File: src/rtl/fmr_pkg.sv
// Package: shared constants and the controller state type for the
// fault-map request router. Assumes 4-bit entries and 8 words per line.
package fmr_pkg;
    localparam int ENTRY_W   = 4;    // bits per fault-map entry
    localparam int LINE_WORDS = 8;   // 8-byte words in a 64-byte line
    localparam int WORD_W    = $clog2(LINE_WORDS);

    typedef enum logic [1:0] {
        ST_IDLE = 2'd0,
        ST_LOOK = 2'd1,
        ST_FILL = 2'd2,
        ST_WAIT = 2'd3
    } rt_state_e;
endpackage

File: src/rtl/fmr_addr_split.sv
// Address splitter: derives the fault-map line, the slot within it, and the
// cache index and tag from a data line address. Pure combinational.
// Assumes ENTRIES and CACHE_LINES are powers of two.
module fmr_addr_split #(
    parameter int LINE_AW     = 20,
    parameter int ENTRIES     = 128,
    parameter int CACHE_LINES = 8,
    localparam int SLOT_W = $clog2(ENTRIES),
    localparam int FM_AW  = LINE_AW - SLOT_W,
    localparam int IDX_W  = $clog2(CACHE_LINES),
    localparam int TAG_W  = FM_AW - IDX_W
) (
    input  logic [LINE_AW-1:0] line,
    output logic [FM_AW-1:0]   fm_line,
    output logic [SLOT_W-1:0]  slot,
    output logic [IDX_W-1:0]   idx,
    output logic [TAG_W-1:0]   tag
);
    // Field extraction for lookup and fetch addressing.
    always_comb begin
        fm_line = line[LINE_AW-1:SLOT_W];
        slot    = line[SLOT_W-1:0];
        idx     = fm_line[IDX_W-1:0];
        tag     = fm_line[FM_AW-1:IDX_W];
    end
endmodule

File: src/rtl/fmr_cache.sv
// Fault-map cache: direct-mapped, CACHE_LINES lines, each holding a tag and
// ENTRIES entries. Lookup is combinational; a fill overwrites the indexed
// line on the clock edge. Valid bits are cleared by reset; data is not.
module fmr_cache #(
    parameter int ENTRIES     = 128,
    parameter int CACHE_LINES = 8,
    parameter int ENTRY_W     = 4,
    parameter int IDX_W       = 3,
    parameter int TAG_W       = 10,
    localparam int SLOT_W = $clog2(ENTRIES),
    localparam int DATA_W = ENTRIES * ENTRY_W
) (
    input  logic               clk,
    input  logic               rst_n,
    input  logic [IDX_W-1:0]   lk_idx,
    input  logic [TAG_W-1:0]   lk_tag,
    input  logic [SLOT_W-1:0]  lk_slot,
    output logic               lk_hit,
    output logic [ENTRY_W-1:0] lk_entry,
    input  logic               fill_en,
    input  logic [DATA_W-1:0]  fill_data
);
    logic               vld_q [CACHE_LINES];
    logic [TAG_W-1:0]   tag_q [CACHE_LINES];
    logic [ENTRY_W-1:0] ent_q [CACHE_LINES][ENTRIES];
    logic [ENTRY_W-1:0] fill_ent [ENTRIES];

    // Unpack the returned fault-map line into per-slot entries.
    for (genvar s = 0; s < ENTRIES; s++) begin : g_unpack
        assign fill_ent[s] = fill_data[s*ENTRY_W +: ENTRY_W];
    end

    // Lookup: tag compare and entry select.
    always_comb begin
        lk_hit   = vld_q[lk_idx] && (tag_q[lk_idx] == lk_tag);
        lk_entry = ent_q[lk_idx][lk_slot];
    end

    // Valid and tag update; a fill validates the indexed line.
    always_ff @(posedge clk) begin
        if (!rst_n) begin
            for (int l = 0; l < CACHE_LINES; l++) begin
                vld_q[l] <= 1'b0;
                tag_q[l] <= '0;
            end
        end else if (fill_en) begin
            vld_q[lk_idx] <= 1'b1;
            tag_q[lk_idx] <= lk_tag;
        end
    end

    // Entry storage write on fill.
    always_ff @(posedge clk) begin
        if (fill_en) begin
            for (int s = 0; s < ENTRIES; s++) begin
                ent_q[lk_idx][s] <= fill_ent[s];
            end
        end
    end
endmodule

File: src/rtl/fmr_ctrl.sv
// Routing controller: accepts one request at a time, consults the cache for
// reads, fetches missing fault-map lines, issues one-cycle request pulses and
// tracks their completions. Assumes each done arrives after its request pulse.
module fmr_ctrl
    import fmr_pkg::*;
#(
    parameter int LINE_AW = 20
) (
    input  logic               clk,
    input  logic               rst_n,
    input  logic               req_valid,
    input  logic               req_write,
    input  logic               req_rbit,
    input  logic [LINE_AW-1:0] req_line,
    output logic [LINE_AW-1:0] cur_line,
    input  logic               lk_hit,
    input  logic [ENTRY_W-1:0] lk_entry,
    output logic               fill_en,
    output logic               busy,
    output logic               mm_valid,
    output logic               mm_write,
    input  logic               mm_done,
    output logic               ra_valid,
    output logic               ra_write,
    output logic [WORD_W-1:0]  ra_word,
    input  logic               ra_done,
    output logic               fm_valid,
    input  logic               fm_done
);
    rt_state_e state_q;
    logic      cur_write_q, cur_rbit_q;
    logic      mm_pend_q, ra_pend_q;
    logic      mm_pend_n, ra_pend_n;

    // Outstanding flags after this cycle's completions.
    always_comb begin
        mm_pend_n = mm_pend_q && !mm_done;
        ra_pend_n = ra_pend_q && !ra_done;
        fill_en   = (state_q == ST_FILL) && fm_done;
        busy      = (state_q != ST_IDLE);
    end

    // Main sequencer: accept, look up, fetch, issue and wait.
    always_ff @(posedge clk) begin
        if (!rst_n) begin
            state_q     <= ST_IDLE;
            cur_line    <= '0;
            cur_write_q <= 1'b0;
            cur_rbit_q  <= 1'b0;
            mm_valid    <= 1'b0;
            mm_write    <= 1'b0;
            ra_valid    <= 1'b0;
            ra_write    <= 1'b0;
            ra_word     <= '0;
            fm_valid    <= 1'b0;
            mm_pend_q   <= 1'b0;
            ra_pend_q   <= 1'b0;
        end else begin
            mm_valid <= 1'b0;
            ra_valid <= 1'b0;
            fm_valid <= 1'b0;
            case (state_q)
                ST_IDLE: begin
                    if (req_valid) begin
                        cur_line    <= req_line;
                        cur_write_q <= req_write;
                        cur_rbit_q  <= req_rbit;
                        state_q     <= ST_LOOK;
                    end
                end
                ST_LOOK: begin
                    if (cur_write_q) begin
                        mm_valid  <= 1'b1;
                        mm_write  <= 1'b1;
                        mm_pend_q <= 1'b1;
                        ra_valid  <= cur_rbit_q;
                        ra_write  <= 1'b1;
                        ra_word   <= '0;
                        ra_pend_q <= cur_rbit_q;
                        state_q   <= ST_WAIT;
                    end else if (lk_hit) begin
                        mm_valid  <= 1'b1;
                        mm_write  <= 1'b0;
                        mm_pend_q <= 1'b1;
                        ra_valid  <= (lk_entry != '0);
                        ra_write  <= 1'b0;
                        ra_word   <= lk_entry[WORD_W-1:0];
                        ra_pend_q <= (lk_entry != '0);
                        state_q   <= ST_WAIT;
                    end else begin
                        fm_valid <= 1'b1;
                        state_q  <= ST_FILL;
                    end
                end
                ST_FILL: begin
                    if (fm_done) state_q <= ST_LOOK;
                end
                ST_WAIT: begin
                    mm_pend_q <= mm_pend_n;
                    ra_pend_q <= ra_pend_n;
                    if (!mm_pend_n && !ra_pend_n) state_q <= ST_IDLE;
                end
                default: state_q <= ST_IDLE;
            endcase
        end
    end
endmodule

File: src/rtl/fmap_router.sv
// Top: fault-map guided request router. Wires the controller, the address
// splitter and the fault-map cache. Accepts a request only while not busy.
module fmap_router
    import fmr_pkg::*;
#(
    parameter int LINE_AW     = 20,
    parameter int ENTRIES     = 128,
    parameter int CACHE_LINES = 8,
    localparam int SLOT_W = $clog2(ENTRIES),
    localparam int FM_AW  = LINE_AW - SLOT_W,
    localparam int IDX_W  = $clog2(CACHE_LINES),
    localparam int TAG_W  = FM_AW - IDX_W,
    localparam int DATA_W = ENTRIES * ENTRY_W
) (
    input  logic               clk,
    input  logic               rst_n,
    input  logic               req_valid,
    input  logic               req_write,
    input  logic               req_rbit,
    input  logic [LINE_AW-1:0] req_line,
    output logic               busy,
    output logic               mm_valid,
    output logic               mm_write,
    output logic [LINE_AW-1:0] mm_line,
    input  logic               mm_done,
    output logic               ra_valid,
    output logic               ra_write,
    output logic [LINE_AW-1:0] ra_line,
    output logic [WORD_W-1:0]  ra_word,
    input  logic               ra_done,
    output logic               fm_valid,
    output logic [FM_AW-1:0]   fm_line,
    input  logic               fm_done,
    input  logic [DATA_W-1:0]  fm_data
);
    logic [LINE_AW-1:0] cur_line;
    logic [SLOT_W-1:0]  slot;
    logic [IDX_W-1:0]   idx;
    logic [TAG_W-1:0]   tag;
    logic               lk_hit, fill_en, busy_int;
    logic [ENTRY_W-1:0] lk_entry;

    fmr_addr_split #(
        .LINE_AW(LINE_AW), .ENTRIES(ENTRIES), .CACHE_LINES(CACHE_LINES)
    ) u_split (
        .line(cur_line), .fm_line(fm_line), .slot(slot), .idx(idx), .tag(tag)
    );

    fmr_cache #(
        .ENTRIES(ENTRIES), .CACHE_LINES(CACHE_LINES), .ENTRY_W(ENTRY_W),
        .IDX_W(IDX_W), .TAG_W(TAG_W)
    ) u_cache (
        .clk(clk), .rst_n(rst_n),
        .lk_idx(idx), .lk_tag(tag), .lk_slot(slot),
        .lk_hit(lk_hit), .lk_entry(lk_entry),
        .fill_en(fill_en), .fill_data(fm_data)
    );

    fmr_ctrl #(.LINE_AW(LINE_AW)) u_ctrl (
        .clk(clk), .rst_n(rst_n),
        .req_valid(req_valid && !busy_int), .req_write(req_write),
        .req_rbit(req_rbit), .req_line(req_line),
        .cur_line(cur_line), .lk_hit(lk_hit), .lk_entry(lk_entry),
        .fill_en(fill_en), .busy(busy_int),
        .mm_valid(mm_valid), .mm_write(mm_write), .mm_done(mm_done),
        .ra_valid(ra_valid), .ra_write(ra_write), .ra_word(ra_word),
        .ra_done(ra_done), .fm_valid(fm_valid), .fm_done(fm_done)
    );

    // Output address fan-out from the held request line.
    always_comb begin
        busy    = busy_int;
        mm_line = cur_line;
        ra_line = cur_line;
    end
endmodule

File: config.mk
export PLATFORM = sky130hd
export DESIGN_NAME = fmap_router
export DESIGN_NICKNAME = d
export VERILOG_FILES = /design/src/rtl/fmr_pkg.sv /design/src/rtl/fmr_addr_split.sv /design/src/rtl/fmr_cache.sv /design/src/rtl/fmr_ctrl.sv /design/src/rtl/fmap_router.sv
export SDC_FILE = /design/constraint.sdc
export NUM_CORES = 2
export LEC_CHECK = 0
export BUFFER_PORTS_ARGS = -buffer_cell sky130_fd_sc_hd__buf_4
export CAP_MARGIN = 40
export CORE_ASPECT_RATIO = 1.4
export CORE_MARGIN = 3
export CORE_UTILIZATION = 35
export CTS_CLUSTER_DIAMETER = 40
export DETAILED_ROUTE_END_ITERATION = 12
export PLACE_DENSITY = 0.5
export SYNTH_ARGS = -nofsm -noshare
export SYNTH_HDL_FRONTEND = slang
export SYNTH_MEMORY_MAX_BITS = 65536
export SYNTH_SLANG_ARGS = --single-unit
File: constraint.sdc
create_clock -name clk -period 46.8 [get_ports clk]
set_input_delay 0 -clock clk [delete_from_list [all_inputs] [get_ports clk]]
set_output_delay 0 -clock clk [all_outputs]
set_load 0.05 [all_outputs]
== After elaboration in Yosys (flattened, before gate mapping) ==
Memories as Yosys holds them, arrays and structs flattened. A register that Yosys moved wholly into a read port is not among the register bits.
Cells that the tools add are included.
W data, S select, Z words.
Word-level totals
  flip-flop bits (word level): 33
  RAM bits: 4184
  input bits: 540
  output and inout bits: 62
  memories kept: 3
Memory list
  u_cache.ent_q: words 8, bits a word 512, read ports 1, clocked after Yosys merged registers in 1, wr ports 1, RTL line fmr_cache.sv:25  | logic [ENTRY_W-1:0] ent_q [CACHE_LINES][ENTRIES];
  u_cache.tag_q: words 8, bits a word 10, read ports 1, clocked after Yosys merged registers in 1, wr ports 8, RTL line fmr_cache.sv:24  | logic [TAG_W-1:0] tag_q [CACHE_LINES];
  u_cache.vld_q: words 8, bits a word 1, read ports 1, clocked after Yosys merged registers in 1, wr ports 8, RTL line fmr_cache.sv:23  | logic vld_q [CACHE_LINES];
Operators by class
  magnitude comparators: 1
  equality and inequality tests: 8
  mux-type cells: 41
  bitwise operators: 3
  reduce and logical (&&, ||, !) cells: 24
Operator list (count)
  $mux W3: 10
  $bmux W4 S7: 1
  $mux W1: 20
  $eq A10 B10 Y1: 1
  $mux W10: 1
  $reduce_or A10 Y1: 1
  $ge A8 B8 Y1 const B: 1
  $mux W2: 4
  $mux W4: 2
  $not A7 Y8: 1
  $pmux W2 S4: 1
  $reduce_and A2 Y1: 4
  $logic_and A1 B1 Y1: 6
  $reduce_bool A2 Y1: 3
  $logic_not A1 Y1: 5
  $eq A2 B2 Y1 const B: 2
  $ne A2 B1 Y1 const B: 2
  $pmux W1 S2: 2
  $reduce_bool A4 Y1: 1
  $ne A3 B2 Y1 const B: 1
  $reduce_and A3 Y1: 1
  $reduce_or A3 Y1: 1
  $eq A2 B1 Y1 const B: 1
  $logic_not A2 Y1: 1
  other kinds (3): 4

== Longest topological paths before layout ==
  depth in word-level cells: 8
  mapped depth: 16

== Modules after synthesis ==
Synthesis repeated with hierarchy kept, for this count alone.
Second synthesis, totals
  cell total of the unflattened synthesis: 9303
  area, all modules: 163943.5 um2
By module, submodules not included
  fmr_cache: instances 1, cells an instance 9095, area an instance 162240.6 um2, seq. area each 125560.4 um2
  fmr_ctrl: instances 1, cells an instance 154, area an instance 1291.2 um2, seq. area each 660.6 um2
  fmr_addr_split: instances 1, cells an instance 33, area an instance 247.7 um2, seq. area each 0.0 um2
  fmap_router: instances 1, cells an instance 21, area an instance 163.9 um2, seq. area each 0.0 um2

== Worst setup path before layout ==
OpenSTA, ideal clock, no wires.
  kind: register -> register
  from: register u_ctrl.cur_line[7]
  to: memory u_cache.tag_q[0][0], enable pin
  library setup time: 361 ps
  data arrival time: 37654 ps
  required time: 46439 ps
  setup slack: 8785 ps
  stages on the path, launching flop included: 5
  buffers on the path: 0
  cell sequence: dfxtp_1 nor2_1 nand3_1 nor3_1 nand2b_1
RTL lines
  start, declared: RTL line fmr_ctrl.sv:15  | output logic [LINE_AW-1:0] cur_line,
  start signal, assigned: RTL line fmr_ctrl.sv:65  | cur_line <= req_line;
  end, declared: RTL line fmr_cache.sv:24

==> out/metrics.cfg <==
[placement]
dpl-instance-area_sq_um=174000
dp_hpwl_microns=318000
gp_congestion=0.775
port_buffers=601

[setup_path]
worstSetupPathType=reg2reg
required_ps=47690
rrSetupSlack_ps=39380
reg2reg_depth=14
cp_max_fo=43
rr_endpoint=u_ctrl.ra_pend_q
cp-end-kind=register
worstPathArrival_ps=8310
start_kind=register

[clock_tree]
insertion_delay_ps=1050
cts_inserted_buffers=466
tritoncts=done
htree_num_levels=5
root_buffer=clkbuf_16
post_cts_buffers=0
clkTransAtPathRegs_ps=60
cts_resized=0
clock-sinks=4220
cts_buffer_depth=4

[drt]
ant_nets=0
viasPerCell=5.37
drtPass1Iterations=5
drt-total-wl_microns=506000
drc=0
drt-wirelength-per-cell_microns=32.0
drtIter0Drc=8329
vias=84900

[floorplanning]
die_x_microns=581
core_area_sq_um=459000
initial_core_util=0.352
num_rows=294
ioPinCount=602
die_area_sq_um=471000
fp.dieH_microns=811

[synth]
ys_warn_count=0
synth_top_cell_area_share=0.775
synth_top_cells_by_area=edfxtp_1 77%, mux4_2 13%, mux2i_1 1.4%
syn_avg_cell_area_sq_um=22.4
synth_nets=7756
synth_most_common_cell=edfxtp_1
ys_ff_latch=4220
synth_ff_type=edfxtp_1
synthCells=7216
async_flop_share=0
synth_edf_count=4176
synth_commonest_cells=4,176 x edfxtp_1, 969 x mux4_2, 295 x a22oi_1
synthesis.area_sq_um=162000
ys_types=71
ys_seq_area_frac=0.780
synth_top_area_cell=edfxtp_1

[timing]
slew_headroom=0.334
rsz0062_at_grt=false
fmax_ghz=0.135
setup_viol=0
min_period_ps=7420
setup_tns_ps=0
hold_viol=0
tightest_slew_ps=1000
slew_violations=0
skew_ps=97.5
period_share=0.159

[min_path]
hp-class=in2reg
hold_depth=4
hp-start=req_line[3]
hold_end=u_ctrl.cur_line[3]

[job]
drv_cap=0

[grt]
grtUsageTotal=0.211
first_global_vias=87600
grt_max_degree=106
overflow=0
grt_antenna_before_repair=290
grt_pass1_wl_microns=704000

[power_and_ir_drop]
power_switching_w=0.00193
p_leak_nw=63.8
power_w=0.00851
p_int_w=0.00658
seqPwrFrac=0.492
comb_power_share=0.072
p_clk_frac=0.436
p_per_area_nw_per_um2=42.3
switching_share=0.227
peakVddDrop_uv=34.6

[run_status]
status=complete, no violations

[finish]
syn_to_final_growth_pct=24.4
nNetsFinal=9786
final_area_sq_um=201000
drive_gt1_frac=0.276

-- state kept, by name (all words and copies together), names as in the netlist, named ones only --
signal and flops:
u_ctrl.mm_valid 1, u_ctrl.cur_rbit_q 1, u_ctrl.ra_valid 1, u_ctrl.state_q 2, u_ctrl.fm_valid 1, u_ctrl.ra_pend_q 1
u_ctrl.mm_pend_q 1, u_cache.ent_q 4096, u_cache.tag_q 80, u_ctrl.cur_line 20, u_ctrl.cur_write_q 1, u_ctrl.ra_word 3
u_cache.vld_q 8, u_ctrl.mm_write 1
-- routing by layer --
layer | track usage | wire length, microns | part of all wire | vias up
met1 | 0.277 | 204000 | 0.40 | 45800
met5 | 0 | 879 | 0.0017 | -
met4 | 0.0625 | 16400 | 0.032 | 146
met3 | 0.0418 | 33500 | 0.066 | 890
met2 | 0.354 | 251000 | 0.50 | 3018
li1 | - | - | - | 35000
-- final cells by class --
class                           instances  area, sq um
Fill cell                           39300       258000
Sequential cell                      4220       126000
Multi-Input combinational cell       2539        32900
Timing Repair Buffer                 2006        18600
Clock buffer                          539        12000
Tap cell                             6068         7590
Clock inverter                        327         3650
Antenna cell                           95          238
Inverter                               13         61.3
-- worst max-delay path, cell delays in order (launching register included) --
cell and delay, ps:
dfxtp_4 660, buf_4 760, buf_4 660, buf_4 630, buf_4 640, buf_4 760
mux4_2 590, a22oi_1 250, a21oi_1 140, nor4_1 730, o22ai_1 400, nor3_1 310
nor3_1 130, nor4_1 310, a21oi_1 100
-- stage by stage --
stage | std cells | worst slack, ps | utilization | hold WS [ps]
4_1_cts | 15700 | 38980 | 0.438 | 17.7
3_3_place_gp | 13700 | 38840 | 0.377 | 228
5_1_grt | 15700 | 38690 | 0.438 | 66.7
2_1_floorplan | 7216 | 8790 | - | 98.9
3_5_place_dp | 13700 | 39000 | 0.379 | 236
6_report | 15800 | 39380 | 0.438 | 61.2
-- worst max path at each step --
stage                             startpoint             endpoint  slack [ps]  cells after the start
final                               register     u_ctrl.ra_pend_q       39380                     14
after floorplan           u_ctrl.cur_line[7]  u_cache.tag_q[0][0]        8790                      4
after CTS                           register     u_ctrl.ra_pend_q       38980                     14
after global placement              register     u_ctrl.ra_pend_q       38840                     14
after global routing                register     u_ctrl.ra_pend_q       38690                     14
after detailed placement            register     u_ctrl.ra_pend_q       39000                     14
-- repair_timing --
item	4_1_cts	5_1_grt
hold buffers	1115	0
hold endpoints to repair	4276	0
setup endpoints to repair	0	0
-- power groups by stage --
stage	registers [W]	clock network [W]	logic [W]
after floorplan	0.00429	0	0.000284
after global placement	0.00427	0	0.000516
after CTS	0.00419	0.00379	0.000624
after global routing	0.00419	0.00394	0.000647
after detailed placement	0.00427	0	0.000530
final	0.00419	0.00371	0.000614
-- cells in the final DEF, fill, tap and decap left out, drive strengths merged, types with 83 or more instances in the layout --
master and n:
mux2i 225, a21oi 156, clkbuf 540, dlygate4sd3 1115
clkinv 198, nand2 204, a22oi 295, buf 890
and2 83, diode 95, mux4 985, nor2 88
edfxtp 4176
-- cell families after synthesis --
| kind of cell | Yosys count | share of synthesized area |
|---|---|---|
| DFF | 4220 | 0.780 |
| muxes | 1224 | 0.152 |
| AOI/OAI and AO/OA | 732 | 0.0317 |
| and+or+nand+nor | 574 | 0.0175 |
| buffers and inverters | 457 | 0.0180 |
| xor gates and xnor gates | 9 | 0.000487 |
Power figures use the tool's default switching activity.
